[src/rtl/lsp_pkg.sv]
package lsp_pkg;
   localparam int CLS_W = 3;

   typedef enum logic [CLS_W-1:0] {
      CLS_ALU = 3'd0,
      CLS_MEM = 3'd1,
      CLS_JMP = 3'd2,
      CLS_SHF = 3'd3,
      CLS_CPX = 3'd4
   } iclass_e;

   // Classes allowed in the secondary pipe and in a pair
   function automatic logic is_pairable(input logic [CLS_W-1:0] c);
      return (c == CLS_ALU) || (c == CLS_MEM) || (c == CLS_JMP);
   endfunction
endpackage

[src/rtl/lsp_pair_gate.sv]
module lsp_pair_gate
   import lsp_pkg::*;
#(
   parameter bit DUAL_ISSUE = 1'b1
) (
   input  logic [1:0]       vld_i,
   input  logic [CLS_W-1:0] cls0_i,
   input  logic [CLS_W-1:0] cls1_i,
   output logic             pair_o
);
   generate
      if (DUAL_ISSUE) begin : g_dual
         assign pair_o = vld_i[0] & vld_i[1] & is_pairable(cls0_i) & is_pairable(cls1_i);
      end else begin : g_single
         logic unused_in;
         assign unused_in = ^{vld_i, cls0_i, cls1_i};
         assign pair_o    = 1'b0;
      end
   endgenerate
endmodule

[src/rtl/lsp_hold_chain.sv]
module lsp_hold_chain #(
   parameter int N_STG = 5
) (
   input  logic [N_STG-1:0] stall_u_i,
   input  logic [N_STG-1:0] stall_v_i,
   output logic [N_STG-1:0] hold_o
);
   logic [N_STG-1:0] any_stall;
   assign any_stall = stall_u_i | stall_v_i;

   // A frozen stage blocks every stage feeding it, in both pipes
   always_comb begin
      hold_o[N_STG-1] = any_stall[N_STG-1];
      for (int s = N_STG - 2; s >= 0; s--) begin
         hold_o[s] = any_stall[s] | hold_o[s+1];
      end
   end
endmodule

[src/rtl/lsp_stage.sv]
module lsp_stage #(
   parameter int TAG_W = 8
) (
   input  logic             clk,
   input  logic             rst_n,
   input  logic             flush_i,
   input  logic             hold_self_i,
   input  logic             hold_prev_i,
   input  logic             u_vld_i,
   input  logic [TAG_W-1:0] u_tag_i,
   input  logic             v_vld_i,
   input  logic [TAG_W-1:0] v_tag_i,
   output logic             u_vld_o,
   output logic [TAG_W-1:0] u_tag_o,
   output logic             v_vld_o,
   output logic [TAG_W-1:0] v_tag_o
);
   logic load;
   assign load = !flush_i && !hold_self_i && !hold_prev_i;

   always_ff @(posedge clk) begin
      if (!rst_n) begin
         u_vld_o <= 1'b0;
         v_vld_o <= 1'b0;
      end else if (flush_i) begin
         u_vld_o <= 1'b0;
         v_vld_o <= 1'b0;
      end else if (!hold_self_i) begin
         u_vld_o <= hold_prev_i ? 1'b0 : u_vld_i;
         v_vld_o <= hold_prev_i ? 1'b0 : v_vld_i;
      end
   end

   always_ff @(posedge clk) begin
      if (!rst_n) begin
         u_tag_o <= '0;
         v_tag_o <= '0;
      end else if (load) begin
         u_tag_o <= u_tag_i;
         v_tag_o <= v_tag_i;
      end
   end
endmodule

[src/rtl/lockstep_issue_ctrl.sv]
module lockstep_issue_ctrl
   import lsp_pkg::*;
#(
   parameter int N_STG      = 5,
   parameter int TAG_W      = 8,
   parameter bit DUAL_ISSUE = 1'b1
) (
   input  logic                   clk,
   input  logic                   rst_n,
   input  logic                   flush_i,
   input  logic [1:0]             fetch_vld_i,
   input  logic [2:0]             fetch_cls0_i,
   input  logic [2:0]             fetch_cls1_i,
   input  logic [TAG_W-1:0]       fetch_tag0_i,
   input  logic [TAG_W-1:0]       fetch_tag1_i,
   input  logic [N_STG-1:0]       stall_u_i,
   input  logic [N_STG-1:0]       stall_v_i,
   output logic [1:0]             take_o,
   output logic                   paired_o,
   output logic [N_STG-1:0]       adv_o,
   output logic [N_STG-1:0]       u_vld_o,
   output logic [N_STG-1:0]       v_vld_o,
   output logic [N_STG*TAG_W-1:0] u_tag_o,
   output logic [N_STG*TAG_W-1:0] v_tag_o
);
   localparam int TAG_BITS = N_STG * TAG_W;

   generate
      if (N_STG < 3) begin : g_bad_depth
         $error("lockstep_issue_ctrl: N_STG must be at least 3");
      end
      if (TAG_W < 1) begin : g_bad_tag
         $error("lockstep_issue_ctrl: TAG_W must be at least 1");
      end
      if (CLS_W != 3) begin : g_bad_cls
         $error("lockstep_issue_ctrl: class code width mismatch");
      end
   endgenerate

   logic [N_STG-1:0] hold;
   logic             pair_ok;
   logic             issue;

   logic             st_uv [N_STG];
   logic             st_vv [N_STG];
   logic [TAG_W-1:0] st_ut [N_STG];
   logic [TAG_W-1:0] st_vt [N_STG];

   lsp_hold_chain #(.N_STG(N_STG)) u_hold (
      .stall_u_i (stall_u_i),
      .stall_v_i (stall_v_i),
      .hold_o    (hold)
   );

   lsp_pair_gate #(.DUAL_ISSUE(DUAL_ISSUE)) u_pair (
      .vld_i  (fetch_vld_i),
      .cls0_i (fetch_cls0_i),
      .cls1_i (fetch_cls1_i),
      .pair_o (pair_ok)
   );

   assign issue    = !flush_i && !hold[0] && fetch_vld_i[0];
   assign paired_o = issue && pair_ok;
   assign take_o   = issue ? (pair_ok ? 2'd2 : 2'd1) : 2'd0;
   assign adv_o    = ~hold;

   // Prefetch row: the fetch unit's candidate slots
   assign st_uv[0] = fetch_vld_i[0];
   assign st_vv[0] = fetch_vld_i[1];
   assign st_ut[0] = fetch_tag0_i;
   assign st_vt[0] = fetch_tag1_i;

   generate
      for (genvar s = 1; s < N_STG; s++) begin : g_stg
         logic             in_uv;
         logic             in_vv;
         logic [TAG_W-1:0] in_ut;
         logic [TAG_W-1:0] in_vt;

         if (s == 1) begin : g_entry
            assign in_uv = issue;
            assign in_vv = paired_o;
            assign in_ut = fetch_tag0_i;
            assign in_vt = fetch_tag1_i;
         end else begin : g_chain
            assign in_uv = st_uv[s-1];
            assign in_vv = st_vv[s-1];
            assign in_ut = st_ut[s-1];
            assign in_vt = st_vt[s-1];
         end

         lsp_stage #(.TAG_W(TAG_W)) u_stage (
            .clk         (clk),
            .rst_n       (rst_n),
            .flush_i     (flush_i),
            .hold_self_i (hold[s]),
            .hold_prev_i (hold[s-1]),
            .u_vld_i     (in_uv),
            .u_tag_i     (in_ut),
            .v_vld_i     (in_vv),
            .v_tag_i     (in_vt),
            .u_vld_o     (st_uv[s]),
            .u_tag_o     (st_ut[s]),
            .v_vld_o     (st_vv[s]),
            .v_tag_o     (st_vt[s])
         );
      end

      for (genvar s = 0; s < N_STG; s++) begin : g_out
         assign u_vld_o[s]                = st_uv[s];
         assign v_vld_o[s]                = st_vv[s];
         assign u_tag_o[s*TAG_W +: TAG_W] = st_ut[s];
         assign v_tag_o[s*TAG_W +: TAG_W] = st_vt[s];
      end
   endgenerate

   logic [TAG_BITS-1:0] unused_width_probe;
   assign unused_width_probe = '0;
endmodule

[config.mk]
export PLATFORM = sky130hd
export DESIGN_NAME = lockstep_issue_ctrl
export DESIGN_NICKNAME = d
export VERILOG_FILES = /design/src/rtl/lsp_pkg.sv /design/src/rtl/lsp_pair_gate.sv /design/src/rtl/lsp_hold_chain.sv /design/src/rtl/lsp_stage.sv /design/src/rtl/lockstep_issue_ctrl.sv
export SDC_FILE = /design/constraint.sdc
export NUM_CORES = 1
export LEC_CHECK = 0
export ABC_CLOCK_PERIOD_IN_PS = 3960
export BUFFER_PORTS_ARGS = -buffer_cell sky130_fd_sc_hd__buf_4
export CAP_MARGIN = 10
export CORE_ASPECT_RATIO = 1.25
export CORE_MARGIN = 2
export CORE_UTILIZATION = 50
export CTS_CLUSTER_DIAMETER = 30
export DETAILED_ROUTE_END_ITERATION = 10
export PLACE_DENSITY = 0.84
export SETUP_SLACK_MARGIN = 0.2
export SYNTH_ARGS = -nofsm -noshare
export SYNTH_HDL_FRONTEND = slang
export SYNTH_SLANG_ARGS = --single-unit
[constraint.sdc]
create_clock -name clk -period 3.96 [get_ports clk]
set_input_delay 0.792 -clock clk [delete_from_list [all_inputs] [get_ports clk]]
set_output_delay 0.792 -clock clk [all_outputs]
set_load 0.02 [all_outputs]
=== Word-level counts from Yosys, hierarchy flattened ===
Index checks and enable logic that the tools add are counted.

* Reduce and logical (&&, ||, !) cells: 24
* Add/subtract/negate cells: 0
* Eq/ne operators: 4
* Bitwise logic cells: 10
* Mux-type cells: 10
* Shift operators: 0
* Magnitude comparators: 0
* Multiply operators: 0
* Divide/modulo/power cells: 0

{| class="wikitable"
|+ Operators with widths
! operator !! number
|-
| logical AND 1 bit || 11
|-
| two-way mux 1 bit || 8
|-
| == test 3 x 1 -> 1 bit, second input constant || 2
|-
| == test 3 x 2 -> 1 bit, second input constant || 2
|-
| logical NOT 1 bit || 6
|-
| logical NOT 3 bit || 2
|-
| inverter 5 bit || 1
|-
| OR 5 bit || 1
|-
| logical OR 1 bit || 4
|-
| two-way mux 2 bit || 2
|-
| OR 1 bit || 4
|-
| AND 1 bit || 3
|-
| OR reduction 2 bit || 1
|-
| inverter 1 bit || 1
|}

* Output and inout port bits: 98
* Register bits: 72
* Latch bits: 0
* ROM bits: 0
* Logic and storage cells: 64
* Memory bits (writable): 0
* Bits of input ports: 37
* Memories kept: 0

=== Depth between registers and ports, before layout ===
* Depth after elaboration: 10
* Gate-level depth with buffers: 6
* Mapped depth without buffers: 4

=== Modules after synthesis ===
Synthesis repeated with hierarchy kept, for this count alone.

* Cells, all modules: 361
* Area total of the unflattened synthesis: 3258.1 µm²

{| class="wikitable"
|+ Modules (own cells, without submodules)
! module !! seq. area each (µm²) !! cells each !! area an instance (µm²) !! instances
|-
| lsp_stage || 360.3 || 79 || 735.7 || 4
|-
| lockstep_issue_ctrl || 0.0 || 33 || 241.5 || 1
|-
| lsp_hold_chain || 0.0 || 9 || 48.8 || 1
|-
| lsp_pair_gate || 0.0 || 3 || 25.0 || 1
|}

=== Worst setup path before layout ===
Ideal clock, no wire load.

* Kind: input to output
* From: input port stall_v_i[3]
* To: output port take_o[1]
* Setup slack: 652 ps
* Stages: 6
* Path buffers: 2
* Arrival time: 2516 ps
* Cells stage by stage: or4_4 > buf_6 > inv_2 > nand3_1 > nor3_1 > buf_4

* Longest elaborated chain between the ends: 9

{| class="wikitable"
|+ Ends and longest elaborated chain
! element !! line !! text
|-
| start, declared || lockstep_issue_ctrl.sv:17 || <nowiki>input logic [N_STG-1:0] stall_v_i,</nowiki>
|-
| OR 5 bit || lsp_hold_chain.sv:9 || <nowiki>assign any_stall = stall_u_i | stall_v_i;</nowiki>
|-
| OR 1 bit (4 in a row) || lsp_hold_chain.sv:15 || <nowiki>hold_o[s] = any_stall[s] | hold_o[s+1];</nowiki>
|-
| logical NOT 1 bit || lockstep_issue_ctrl.sv:62 || <nowiki>assign issue = !flush_i && !hold[0] && fetch_vld_i[0];</nowiki>
|-
| logical AND 1 bit (2 in a row) || lockstep_issue_ctrl.sv:62 ||
|-
| two-way mux 2 bit || lockstep_issue_ctrl.sv:64 || <nowiki>assign take_o = issue ? (pair_ok ? 2'd2 : 2'd1) : 2'd0;</nowiki>
|-
| end, declared || lockstep_issue_ctrl.sv:18 || <nowiki>output logic [1:0] take_o,</nowiki>
|}

No other way between the ends.

=== Worst setup path in the final report ===
* From: input port stall_v_i[3]
* To: output port paired_o

* Longest elaborated chain between the ends: 9

{| class="wikitable"
|+ Ends and longest elaborated chain
! element !! line !! text
|-
| OR 5 bit || lsp_hold_chain.sv:9 ||
|-
| OR 1 bit (4 in a row) || lsp_hold_chain.sv:15 ||
|-
| logical NOT 1 bit || lockstep_issue_ctrl.sv:62 ||
|-
| logical AND 1 bit (2 in a row) || lockstep_issue_ctrl.sv:62 ||
|-
| logical AND 1 bit || lockstep_issue_ctrl.sv:63 || <nowiki>assign paired_o = issue && pair_ok;</nowiki>
|-
| end, declared || lockstep_issue_ctrl.sv:19 || <nowiki>output logic paired_o,</nowiki>
|}

No other way between the ends.

==> impl_metrics.py <==
metrics = {
    "run_status": {
        "outcome": "finished, final reports clean",
    },
    "layout": {
        "final_cell_mix": "137 x buf_4, 72 x dfxtp_1, 68 x nand2_1",
        "layout-drive-gt1-share_pct": 36.8,
        "final_core_util_pct": 70.0,
        "fillCellCount": 468,
        "num_antenna_cells": 0,
        "synthToLayoutAreaGrowth_pct": 35.0,
        "layout.nets": 464,
        "final_common_cell": "buf_4",
    },
    "timing": {
        "setup_violations": 0,
        "tns_ns": 0,
        "fin_skew_ns": 0.00725,
        "min_period_ns": 3.18,
        "slew_violations": 0,
        "fmax_mhz": 314,
        "worst_pin_slew_ns": 0.946,
        "hold_viol_final": 0,
        "slew_headroom_pct": 36.7,
        "rsz0062_at_grt": "no",
        "period_share_pct": 80.4,
    },
    "synth": {
        "synth-adder-area-share_pct": 0,
        "muxShareOfSynthArea_pct": 16.0,
        "syn_area_mm2": 0.00300,
        "synth.avg_cell_area_um2": 9.20,
        "synth_xor_area_share_pct": 0,
        "synth_seq_area_share_pct": 48.1,
        "syn_nets": 363,
        "synth_compound_area_share_pct": 8.09,
        "synth-simple-area-share_pct": 16.6,
        "synthCells": 326,
        "yosysWarningCount": 0,
        "ys_ff_latch": 72,
        "synthDistinctLibCells": 30,
        "synth_top_family_by_area": "simple AND/OR/NAND/NOR gates",
    },
    "die": {
        "core.rowCount": 31,
        "die_w_um": 73.3,
        "die_y_um": 90.6,
        "core_mm2": 0.00578,
        "ios": 135,
        "initial_core_util_pct": 51.9,
        "die_area_mm2": 0.00664,
    },
    "critical_path": {
        "worstPathCellList": "buf_4 > or4_4 > inv_2 > nand3_1 > nor3_1 > buf_4",
        "path_class": "primary input to primary output",
        "cp_max_fo": 26,
        "startpoint_type": "primary input",
        "crit_top_cell": "buf_4",
        "r2r_cells": 2,
        "worst_path_max_delay_cell": "or4_4",
        "cp.arrival_ns": 2.39,
        "cp_num_buf_inv": 3,
        "critPathRequiredTime_ns": 3.17,
        "critPathTopFamily": "simple AND/OR/NAND/NOR gates",
        "max_stage_delay_ns": 0.69,
        "r2r_slack_ns": 3.20,
        "r2r_end": "g_stg[2].u_stage.v_vld_o$_SDFFE_PP0N_",
        "end_kind": "primary output",
        "r2r_start": "g_stg[1].u_stage.v_vld_o$_SDFFE_PP0N_",
    },
    "cts": {
        "numCtsBuffers": 9,
        "ctsLongestPathBuffers": 2,
        "ctsHoldBuffers": 0,
        "cts-htree-levels": 3,
        "path_clk_slew_ns": 0.08,
        "clkSinkCount": 72,
        "cts_resized": 0,
        "clkLatencyLatePin_ns": 0.34,
        "postCtsSetupRepairBufs": 0,
        "cts_tree": "yes",
        "root_buffer": "clkbuf_8",
    },
    "global_routing": {
        "grt_max_degree": 68,
        "gr-total-overflow": 0,
        "grt_pass1_vias": 2429,
        "grt_pass1_wl_um": 11300,
        "grt_antenna_before_repair": 0,
        "gr-usage-all-layers_pct": 21.4,
    },
    "placed_design": {
        "portBuffers": 134,
        "hpwl_um": 5100,
        "finalWeightedCongestion": 0.809,
    },
    "routing": {
        "post-route-drc-count": 0,
        "routed_wl_um": 6970,
        "avgRoutedWirePerCell_um": 14.0,
        "viasPerCell": 5.23,
        "vias": 2606,
        "firstDrtPassIters": 4,
        "ant_nets": 0,
        "drt_iter0_drc": 205,
    },
    "power_and_ir_drop": {
        "power.density_mw_per_mm2": 380,
        "irDropWorstVdd_mv": 0.385,
        "p_leak_nw": 1.70,
    },
    "hold_path": {
        "worstHoldStart": "g_stg[3].u_stage.u_vld_o$_SDFFE_PP0N_",
        "hold_path_class": "register to register",
        "hold_path_end": "g_stg[4].u_stage.u_vld_o$_SDFFE_PP0N_",
        "holdPathStages": 2,
    },
    "run": {
        "max-cap-violations": 0,
    },
}
[logic make-up after synthesis]
family / after synthesis
compound gates: 46
buf+inv: 51
simple gates: 109
flops: 72
mux: 48
[state kept, by name (all words and copies together) (netlist names)]
register and flops:
g_stg.u_stage.u_tag_o 32, g_stg.u_stage.v_vld_o 4, g_stg.u_stage.u_vld_o 4, g_stg.u_stage.v_tag_o 32
[cells in the mapped netlist]
master     n  share of area (%)
mux2i_1   48                 16
buf_2      2               0.33
o21ai_0   20                3.3
buf_1      4               0.50
o211ai_1   1               0.25
or2_2      1               0.21
or3_1      2               0.42
buf_4     28                7.0
nand3_1   19                3.2
o31ai_1    1               0.25
nor3_4     2                1.1
nor2_1     5               0.63
buf_8      2                1.0
dfxtp_1   72                 48
a32o_1     1               0.33
nor2b_1    1               0.21
buf_6      2               0.75
inv_2      1               0.13
nand4_1    3               0.63
and3_1     1               0.21
a21oi_1   22                3.7
and2_1     1               0.21
nand2_1   68                8.5
inv_1      3               0.38
clkbuf_1   9                1.1
a22oi_1    1               0.25
or4_4      1               0.38
nor3_1     3               0.50
or4_1      1               0.25
nand2b_1   1               0.21
[final cells by class]
| cell class | instances | area [µm²] | area share [%] |
|---|---|---|---|
| clock buffer | 11 | 151 | 3.74 |
| clock inverter | 5 | 103 | 2.53 |
| multi-input combinational | 203 | 1230 | 30.3 |
| inverter | 4 | 15.0 | 0.371 |
| timing repair buffer | 137 | 1030 | 25.4 |
| sequential | 72 | 1440 | 35.6 |
| tap | 66 | 82.6 | 2.04 |
[per-stage QoR]
stage / power (mW) / worst slack [ns] / area [µm²] / instances / hold slack, ns
after floorplan: 0.798 / 0.652 / 3000 / 326 / 0.446
after global placement: 0.835 / 0.866 / 3790 / 482 / 0.460
after detailed placement: 0.837 / 0.774 / 3790 / 482 / 0.467
after CTS: 1.54 / 0.770 / 4050 / 498 / 0.468
after global routing: 1.58 / 0.668 / 4050 / 498 / 0.498
final: 1.54 / 0.776 / 4050 / 498 / 0.469
[worst max-delay path by stage]
stage	start	endpoint	slack (ns)	cells past startpoint
floorplan	stall_v_i[3]	take_o[1]	0.65	6
global placement	stall_v_i[3]	take_o[1]	0.87	6
detailed placement	stall_v_i[3]	paired_o	0.77	6
CTS	stall_v_i[3]	paired_o	0.77	6
global route	stall_v_i[3]	paired_o	0.67	6
finish	stall_v_i[3]	paired_o	0.78	6
[report_power, final]
part	switching (mW)	total, mW	internal (mW)
logic	0.0547	0.0963	0.0416
registers	0.0000307	0.724	0.723
clock network	0.266	0.718	0.452
total	0.321	1.54	1.22
[worst register-to-register path, delay by kind of cell (launching register included)]
family          cells  cell delay (ns)
flops               1             0.38
compound gates      1             0.20
simple gates        1             0.11
[layer usage]
metal	GRT usage (%)	routed length, µm
met1	25.8	2860
met2	36.1	3540
met3	3.46	441
met4	10.2	125
met5	0	0
No activity file was read; power rests on OpenSTA's default activity.
